`src/rtl/tdm_tx_pkg.sv`:
```
package tdm_tx_pkg;
  localparam int LEN_W     = 10;
  localparam int SYNCW_W   = 8;
  localparam int SLOTS_W   = 5;
  localparam int MAX_SLOTS = 1 << SLOTS_W;
  localparam int SIZE_W    = 5;
  localparam int OFF_W     = 5;
  localparam int WORD_W    = 1 << SIZE_W;
  localparam int SB_W      = SIZE_W + 2;

  // fields the serializer needs for the bit being sent
  typedef struct packed {
    logic [LEN_W-1:0]   len_m1;
    logic [SYNCW_W-1:0] sync_m1;
    logic               sync_low;
    logic               early;
    logic [OFF_W-1:0]   offset;
    logic [SIZE_W-1:0]  dsz_m1;
    logic               lsb_first;
    logic               clk_pol;
  } tdm_fmt_t;

  typedef struct packed {
    tdm_fmt_t               fmt;
    logic [SLOTS_W-1:0]     slots_m1;
    logic [1:0]             slot_code;
    logic [MAX_SLOTS-1:0]   mask;
  } tdm_cfg_t;

  typedef struct packed {
    logic             run;
    logic [LEN_W-1:0] bit_pos;
    logic [LEN_W-1:0] slot_idx;
    logic [SB_W-1:0]  slot_pos;
    tdm_cfg_t         cfg;
  } tdm_pos_t;

  function automatic logic [SB_W-1:0] slot_bits(input logic [1:0] code,
                                                input logic [SIZE_W-1:0] dsz_m1);
    case (code)
      2'd1:    slot_bits = SB_W'(16);
      2'd3:    slot_bits = SB_W'(32);
      default: slot_bits = SB_W'(dsz_m1) + SB_W'(1);
    endcase
  endfunction
endpackage

```
`src/rtl/tdm_phase_gen.sv`:
```
module tdm_phase_gen #(
  parameter int HALF_DIV = 2
) (
  input  logic clk,
  input  logic rst,
  output logic bit_ev,
  output logic mid_ev
);
  localparam int PER  = 2 * HALF_DIV;
  localparam int PH_W = (PER > 2) ? $clog2(PER) : 1;

  logic [PH_W-1:0] ph_q;

  assign bit_ev = (ph_q == PH_W'(PER - 1));
  assign mid_ev = (ph_q == PH_W'(HALF_DIV - 1));

  always_ff @(posedge clk) begin
    if (rst)         ph_q <= '0;
    else if (bit_ev) ph_q <= '0;
    else             ph_q <= ph_q + PH_W'(1);
  end
endmodule

```
`src/rtl/tdm_frame_seq.sv`:
```
module tdm_frame_seq
  import tdm_tx_pkg::*;
(
  input  logic                   clk,
  input  logic                   rst,
  input  logic                   bit_ev,
  input  logic                   enable,
  input  tdm_cfg_t               cfg_in,
  input  logic                   s_valid,
  output logic                   nx_run,
  output logic [LEN_W-1:0]       nx_bit_pos,
  output logic [SB_W-1:0]        nx_slot_pos,
  output tdm_fmt_t               nx_fmt,
  output logic                   take,
  output logic                   s_ready,
  output logic                   busy,
  output logic                   underflow
);
  tdm_pos_t        cur_q, nx;
  logic [SB_W-1:0] ssz_cur;
  logic            frame_end, start_idle, need;
  logic            uf_q;

  // next bit position, and config capture at frame start
  always_comb begin
    ssz_cur    = slot_bits(cur_q.cfg.slot_code, cur_q.cfg.fmt.dsz_m1);
    frame_end  = (cur_q.bit_pos == cur_q.cfg.fmt.len_m1);
    nx         = cur_q;
    start_idle = 1'b0;
    if (cur_q.run && !frame_end) begin
      nx.bit_pos = cur_q.bit_pos + LEN_W'(1);
      if (cur_q.slot_pos == ssz_cur - SB_W'(1)) begin
        nx.slot_pos = '0;
        nx.slot_idx = cur_q.slot_idx + LEN_W'(1);
      end else begin
        nx.slot_pos = cur_q.slot_pos + SB_W'(1);
      end
    end else if (enable) begin
      nx.run      = 1'b1;
      nx.cfg      = cfg_in;
      nx.bit_pos  = '0;
      nx.slot_idx = '0;
      nx.slot_pos = '0;
      start_idle  = !cur_q.run;
    end else begin
      nx.run = 1'b0;
    end
  end

  always_comb begin
    need = nx.run && (nx.slot_pos == '0)
        && (nx.slot_idx <= LEN_W'(nx.cfg.slots_m1))
        && !nx.cfg.mask[nx.slot_idx[SLOTS_W-1:0]];
  end

  assign s_ready     = bit_ev && need;
  assign take        = need && s_valid;
  assign nx_run      = nx.run;
  assign nx_bit_pos  = nx.bit_pos;
  assign nx_slot_pos = nx.slot_pos;
  assign nx_fmt      = nx.cfg.fmt;
  assign busy        = cur_q.run;
  assign underflow   = uf_q;

  always_ff @(posedge clk) begin
    if (rst) begin
      cur_q <= '0;
      uf_q  <= 1'b0;
    end else if (bit_ev) begin
      cur_q <= nx;
      if (need && !s_valid) uf_q <= 1'b1;
      else if (start_idle)  uf_q <= 1'b0;
    end
  end
endmodule

```
`src/rtl/tdm_serializer.sv`:
```
module tdm_serializer
  import tdm_tx_pkg::*;
(
  input  logic              clk,
  input  logic              rst,
  input  logic              bit_ev,
  input  logic              mid_ev,
  input  logic              nx_run,
  input  logic [LEN_W-1:0]  nx_bit_pos,
  input  logic [SB_W-1:0]   nx_slot_pos,
  input  tdm_fmt_t          nx_fmt,
  input  logic              take,
  input  logic [WORD_W-1:0] s_data,
  input  logic              idle_pol,
  input  logic              idle_sync_low,
  output logic              sclk,
  output logic              fsync,
  output logic              sdata
);
  logic [WORD_W-1:0] word_q, word_nx;
  logic [SB_W-1:0]   k_full;
  logic [SIZE_W-1:0] k, idx;
  logic              in_field, sync_act;
  logic              run_q, pol_q, sclk_q, fsync_q, sdata_q;

  always_comb begin
    word_nx  = (nx_slot_pos == '0) ? (take ? s_data : '0) : word_q;
    k_full   = nx_slot_pos - SB_W'(nx_fmt.offset);
    k        = k_full[SIZE_W-1:0];
    in_field = nx_run && (nx_slot_pos >= SB_W'(nx_fmt.offset))
            && (k_full <= SB_W'(nx_fmt.dsz_m1));
    idx      = nx_fmt.lsb_first ? k : (nx_fmt.dsz_m1 - k);
    if (nx_fmt.early)
      sync_act = (nx_bit_pos == nx_fmt.len_m1) || (nx_bit_pos < LEN_W'(nx_fmt.sync_m1));
    else
      sync_act = (nx_bit_pos <= LEN_W'(nx_fmt.sync_m1));
  end

  always_ff @(posedge clk) begin
    if (rst) begin
      word_q  <= '0;
      run_q   <= 1'b0;
      pol_q   <= 1'b0;
      sclk_q  <= 1'b0;
      fsync_q <= 1'b0;
      sdata_q <= 1'b0;
    end else if (bit_ev) begin
      word_q  <= word_nx;
      run_q   <= nx_run;
      pol_q   <= nx_fmt.clk_pol;
      sclk_q  <= nx_run ? nx_fmt.clk_pol : idle_pol;
      fsync_q <= nx_run ? (sync_act ^ nx_fmt.sync_low) : idle_sync_low;
      sdata_q <= in_field & word_nx[idx];
    end else if (mid_ev && run_q) begin
      sclk_q  <= ~pol_q;
    end
  end

  assign sclk  = sclk_q;
  assign fsync = fsync_q;
  assign sdata = sdata_q;
endmodule

```
`src/rtl/tdm_tx.sv`:
```
module tdm_tx
  import tdm_tx_pkg::*;
#(
  parameter int HALF_DIV = 2
) (
  input  logic                 clk,
  input  logic                 rst,
  input  logic                 tx_enable,
  input  logic [LEN_W-1:0]     cfg_frame_len_m1,
  input  logic [SYNCW_W-1:0]   cfg_sync_width_m1,
  input  logic                 cfg_sync_active_low,
  input  logic                 cfg_sync_early,
  input  logic [SLOTS_W-1:0]   cfg_slot_count_m1,
  input  logic [1:0]           cfg_slot_size,
  input  logic [OFF_W-1:0]     cfg_slot_offset,
  input  logic [SIZE_W-1:0]    cfg_data_size_m1,
  input  logic                 cfg_lsb_first,
  input  logic                 cfg_clk_pol,
  input  logic [MAX_SLOTS-1:0] cfg_slot_mask,
  input  logic                 s_valid,
  input  logic [WORD_W-1:0]    s_data,
  output logic                 s_ready,
  output logic                 sclk,
  output logic                 fsync,
  output logic                 sdata,
  output logic                 busy,
  output logic                 underflow
);
  tdm_cfg_t         cfg_live;
  tdm_fmt_t         nx_fmt;
  logic             bit_ev, mid_ev, nx_run, take;
  logic [LEN_W-1:0] nx_bit_pos;
  logic [SB_W-1:0]  nx_slot_pos;

  always_comb begin
    cfg_live.fmt.len_m1    = cfg_frame_len_m1;
    cfg_live.fmt.sync_m1   = cfg_sync_width_m1;
    cfg_live.fmt.sync_low  = cfg_sync_active_low;
    cfg_live.fmt.early     = cfg_sync_early;
    cfg_live.fmt.offset    = cfg_slot_offset;
    cfg_live.fmt.dsz_m1    = cfg_data_size_m1;
    cfg_live.fmt.lsb_first = cfg_lsb_first;
    cfg_live.fmt.clk_pol   = cfg_clk_pol;
    cfg_live.slots_m1      = cfg_slot_count_m1;
    cfg_live.slot_code     = cfg_slot_size;
    cfg_live.mask          = cfg_slot_mask;
  end

  tdm_phase_gen #(.HALF_DIV(HALF_DIV)) u_phase (
    .clk(clk), .rst(rst), .bit_ev(bit_ev), .mid_ev(mid_ev)
  );

  tdm_frame_seq u_seq (
    .clk(clk), .rst(rst), .bit_ev(bit_ev), .enable(tx_enable), .cfg_in(cfg_live),
    .s_valid(s_valid), .nx_run(nx_run), .nx_bit_pos(nx_bit_pos),
    .nx_slot_pos(nx_slot_pos), .nx_fmt(nx_fmt), .take(take), .s_ready(s_ready),
    .busy(busy), .underflow(underflow)
  );

  tdm_serializer u_ser (
    .clk(clk), .rst(rst), .bit_ev(bit_ev), .mid_ev(mid_ev), .nx_run(nx_run),
    .nx_bit_pos(nx_bit_pos), .nx_slot_pos(nx_slot_pos), .nx_fmt(nx_fmt),
    .take(take), .s_data(s_data), .idle_pol(cfg_clk_pol),
    .idle_sync_low(cfg_sync_active_low), .sclk(sclk), .fsync(fsync), .sdata(sdata)
  );
endmodule

```
`config.mk`:
```
export PLATFORM = sky130hd
export DESIGN_NAME = tdm_tx
export DESIGN_NICKNAME = d
export VERILOG_FILES = /design/src/rtl/tdm_tx_pkg.sv /design/src/rtl/tdm_phase_gen.sv /design/src/rtl/tdm_frame_seq.sv /design/src/rtl/tdm_serializer.sv /design/src/rtl/tdm_tx.sv
export SDC_FILE = /design/constraint.sdc
export NUM_CORES = 1
export LEC_CHECK = 0
export CAP_MARGIN = 10
export CORE_ASPECT_RATIO = 0.8
export CORE_MARGIN = 3
export CORE_UTILIZATION = 35
export CTS_BUF_LIST = sky130_fd_sc_hd__clkbuf_8
export CTS_CLUSTER_SIZE = 8
export DETAILED_ROUTE_END_ITERATION = 7
export REMOVE_ABC_BUFFERS = 1
export SLEW_MARGIN = 20
export SYNTH_ARGS = -nofsm -noshare
export SYNTH_HDL_FRONTEND = slang
export SYNTH_SLANG_ARGS = --single-unit
```
`constraint.sdc`:
```
create_clock -name clk -period 6.8 [get_ports clk]
set_input_delay 0.68 -clock clk [delete_from_list [all_inputs] [get_ports clk]]
set_output_delay 0.68 -clock clk [all_outputs]
set_load 0.02 [all_outputs]
```
==> summary.md <==
| Metric | Value |
|---|---|
| Via count | 8349 |
| Hold Crit Class | reg -> reg |
| # hold bufs at CTS | 0 |
| Total global routing overflow | 0 |
| NetSw | between 0.7 and 0.8 mW |
| Yosys warnings | 0 |
| DP Cell Count | 1485 |
| First-pass DRT Iterations | 8 |
| Gate Count Post-Synth | roughly 1100 |
| Clock tree buffer depth | 2 |
| Critical setup path kind | reg -> reg |
| Leak | just under 4 nW |
| HP Start | u_seq.cur_q[50] |
| P&R area growth vs syn | 19.94% |
| Post-route DRC violation count | 1 |
| H-Tree Depth | 4 |
| VDD IR max | around 0.00010 V |
| Ys flop type | dfxtp_1 |
| Final hold viol count | 0 |
| Clock Latency Late Sink | around 460 ps |
| Detail Route Antenna Nets | 0 |
| Initial drt markers | roughly 670 |
| Synth top area share | 30.59% |
| Final WL | 25240 um |
| Main combinational cell family by area after synthesis | compound AO/OA/AOI/OAI gates |
| Max transition margin | 33.73% |
| Syn_area_per_cell | 8.049 um2 |
| Compound-gate portion of the synthesized area | 22.47% |
| WP data required | just over 7000 ps |
| Yosys cell types | 81 |
| Worst Path Arrival | 6450 ps |
| Final cell count without fillers | 1519 |
| Row count | between 50 and 60 |
| Synthesized area | 8966 um2 |
| Cell Pwr Density | between 150 and 200 nW/um2 |
| Largest net degree at the start of global routing | 68 |
| Most numerous cell in the Yosys netlist | nand2_1 |
| Clock-pin slew on the worst setup and hold paths | 80 ps |
| Initial antenna violation count | 0 |
| CTS tree | yes |
| Num CTS Buffers | 17 |
| Final period util | around nine tenths |
| Share of post-route cells with drive strength above 1 | 8.993% |
| Clock root cell | clkbuf_8 |
| Max-cap violations | 0 |
| Status | complete, but fails checks |
| Final min period | 6099 ps |
| Num ports | approximately 110 |
| First-pass GRT wire length | 40510 um |
| Worst slew pin tran | 986.5 ps |
| Nets | between 1000 and 1500 |
| Final HPWL DP | approximately 18000 um |
| Max FO, Critical Path | 13 |
| Fin. max-slew vios | 0 |
| FMAX | 164.0 MHz |
| DIE AREA | between 20000 and 30000 um2 |
| Mux cell area share after synthesis | about 12% |
| GRT Total Usage | 18.13% |
| Die Width | 184.9 um |
| Crit path from | u_seq.cur_q[41] |
| Setup WS pre-CTS | 613.3 ps |
| DR WL/cell | 16.62 um |
| RSZ-0062 raised after global routing | false |
| I/O Buffers | 112 |
| Post-synth top cells | nand2_1 (201), dfxtp_1 (137), a21oi_1 (112) |
| Core area | 24760 um2 |
| Cell taking the most area after synthesis | dfxtp_1 |
| Clock power share | 33.2% |
| Skew final | around 17 ps |
| Reg-to-reg critical path startpoint | u_seq.cur_q[41] |
| Clk sinks | 137 |
| Failing checks | design-rule violations |
| Synth area leaders | dfxtp_1 (31%), nand2_1 (8.4%), mux2i_1 (7.5%), a21oi_1 (6.3%), ha_1 (4.7%) |
| Logic pwr share | 27.0% |
| Final GP Congestion | 0.9077 |
| Final critical-path setup slack | 701.1 ps |
| Post-synth ARST share | 0% |
| Via/cell ratio | 5.496 |
| CP endpoint kind | register |
| Xor-xnor portion of the synthesized cell area | around 4.2% |
| Pint | 1.410 mW |
| EDFF count, synth | 0 |
| Vias in the first global route | 7523 |
| Setup violators final | 0 |
| Register area share after synthesis | 30.59% |
| Flop pwr share | 39.8% |
| FF+latch count, synth | 137 |
| Sw Ratio | 33.28% |
| Synth Area in Adders | 5.191% |
| FF-to-FF setup slack | about 700 ps |
| Simple-gate share of the synthesized area | 20.65% |
| Finished Core Util | 43.44% |
| DIE HEIGHT | approximately 150 um |
| Initial Utilization | 36.21% |
| Critical path launch point type | register |
| # diodes | 0 |
[per-layer routing]
| layer | global-route usage (%) | wire length (um) |
|---|---|---|
| met5 | 0 | 0 |
| met3 | 3.486 | 1353 |
| met2 | 25.96 | 10770 |
| met1 | 27.88 | 12820 |
| met4 | 4.124 | 299 |
[repair_timing]
| action | in CTS | in global routing |
|---|---|---|
| hold endpoints to repair | 0 | 0 |
| gates resized for setup | 0 | 5 |
| setup endpoints to repair | 0 | 1 |
| setup buffers | 0 | 2 |
[through the flow]
stage	TNS (ps)	total power, mW	instance area [um2]	hold slack, ps
after floorplan	-1774	1.214	8608	426.1
after global placement	0	1.418	10320	441.1
after detailed placement	0	1.417	10320	445.9
after CTS	0	2.124	10720	459.0
after global routing	0	2.232	10750	473.7
final	0	2.114	10750	457.5
[cell type report]
| class | count | area [um2] |
|---|---|---|
| fillers | 2481 | 14000 |
| multi-input cells | 863 | 5788 |
| flip-flops and latches | 137 | 2743 |
| repair buffers | 136 | 1301 |
| well taps | 318 | 397.9 |
| clock buffers | 17 | 234.0 |
| clock inverters | 15 | 166.4 |
| inverters | 33 | 123.9 |
[power groups by stage]
stage / combinational, mW / sequential (mW) / clock [mW]
after floorplan: 0.359 / 0.856 / 0
after global placement: 0.559 / 0.859 / 0
after detailed placement: 0.557 / 0.860 / 0
after CTS: 0.560 / 0.841 / 0.723
after global routing: 0.627 / 0.844 / 0.761
final: 0.570 / 0.841 / 0.703
[path summary, 6_finish.rpt]
check	to	cells past startpoint
worst max register to register	u_ser.sdata	21
worst min register to register	u_seq.cur_q[50]	2
worst max-delay path	u_ser.sdata	21
worst min-delay path	u_seq.cur_q[50]	2
[flip-flops by register name, summed over array words and instances, names as in the netlist, named ones only]
signal,count
u_seq.cur_q,96
u_ser.word_q,32
u_phase.ph_q,2
u_seq.underflow,1
u_ser.fsync,1
u_ser.pol_q,1
u_ser.run_q,1
u_ser.sclk,1
u_ser.sdata,1
[kinds of logic after synthesis]
kind of cell    Yosys count
fa+ha+maj                36
flops                   137
compound gates          289
simple gates            403
buf+inv                 114
mux                      92
xor+xnor                 43
[cells in the final DEF, fill, tap and decap left out, types with 19 or more instances in the layout]
master	Yosys	layout
xnor2_1	23	23
inv_1	33	33
dfxtp_1	137	137
nand2_1	201	200
nor2_1	63	61
o21ai_0	27	27
ha_1	34	33
buf_4	1	25
xor2_1	20	20
a21oi_1	112	111
a32o_1	33	33
nand3_1	30	30
mux2i_1	67	66
clkdlybuf4s50_1	0	110
a211oi_1	19	19
[worst max-delay path: stages, from the launching register on]
cell,delay (ps)
dfxtp_1,460
ha_1,290
nand2b_1,90
ha_1,210
o21a_1,170
a21oi_1,80
or4b_4,520
a311oi_4,300
buf_4,210
a21oi_1,150
mux2i_1,200
ha_1,190
inv_1,60
fa_1,500
fa_1,520
mux2_2,380
mux4_2,540
a2111oi_0,410
a311o_1,170
nor4_1,60
a31o_1,210
a211o_1,280
No activity file was read; power rests on OpenSTA's default activity.
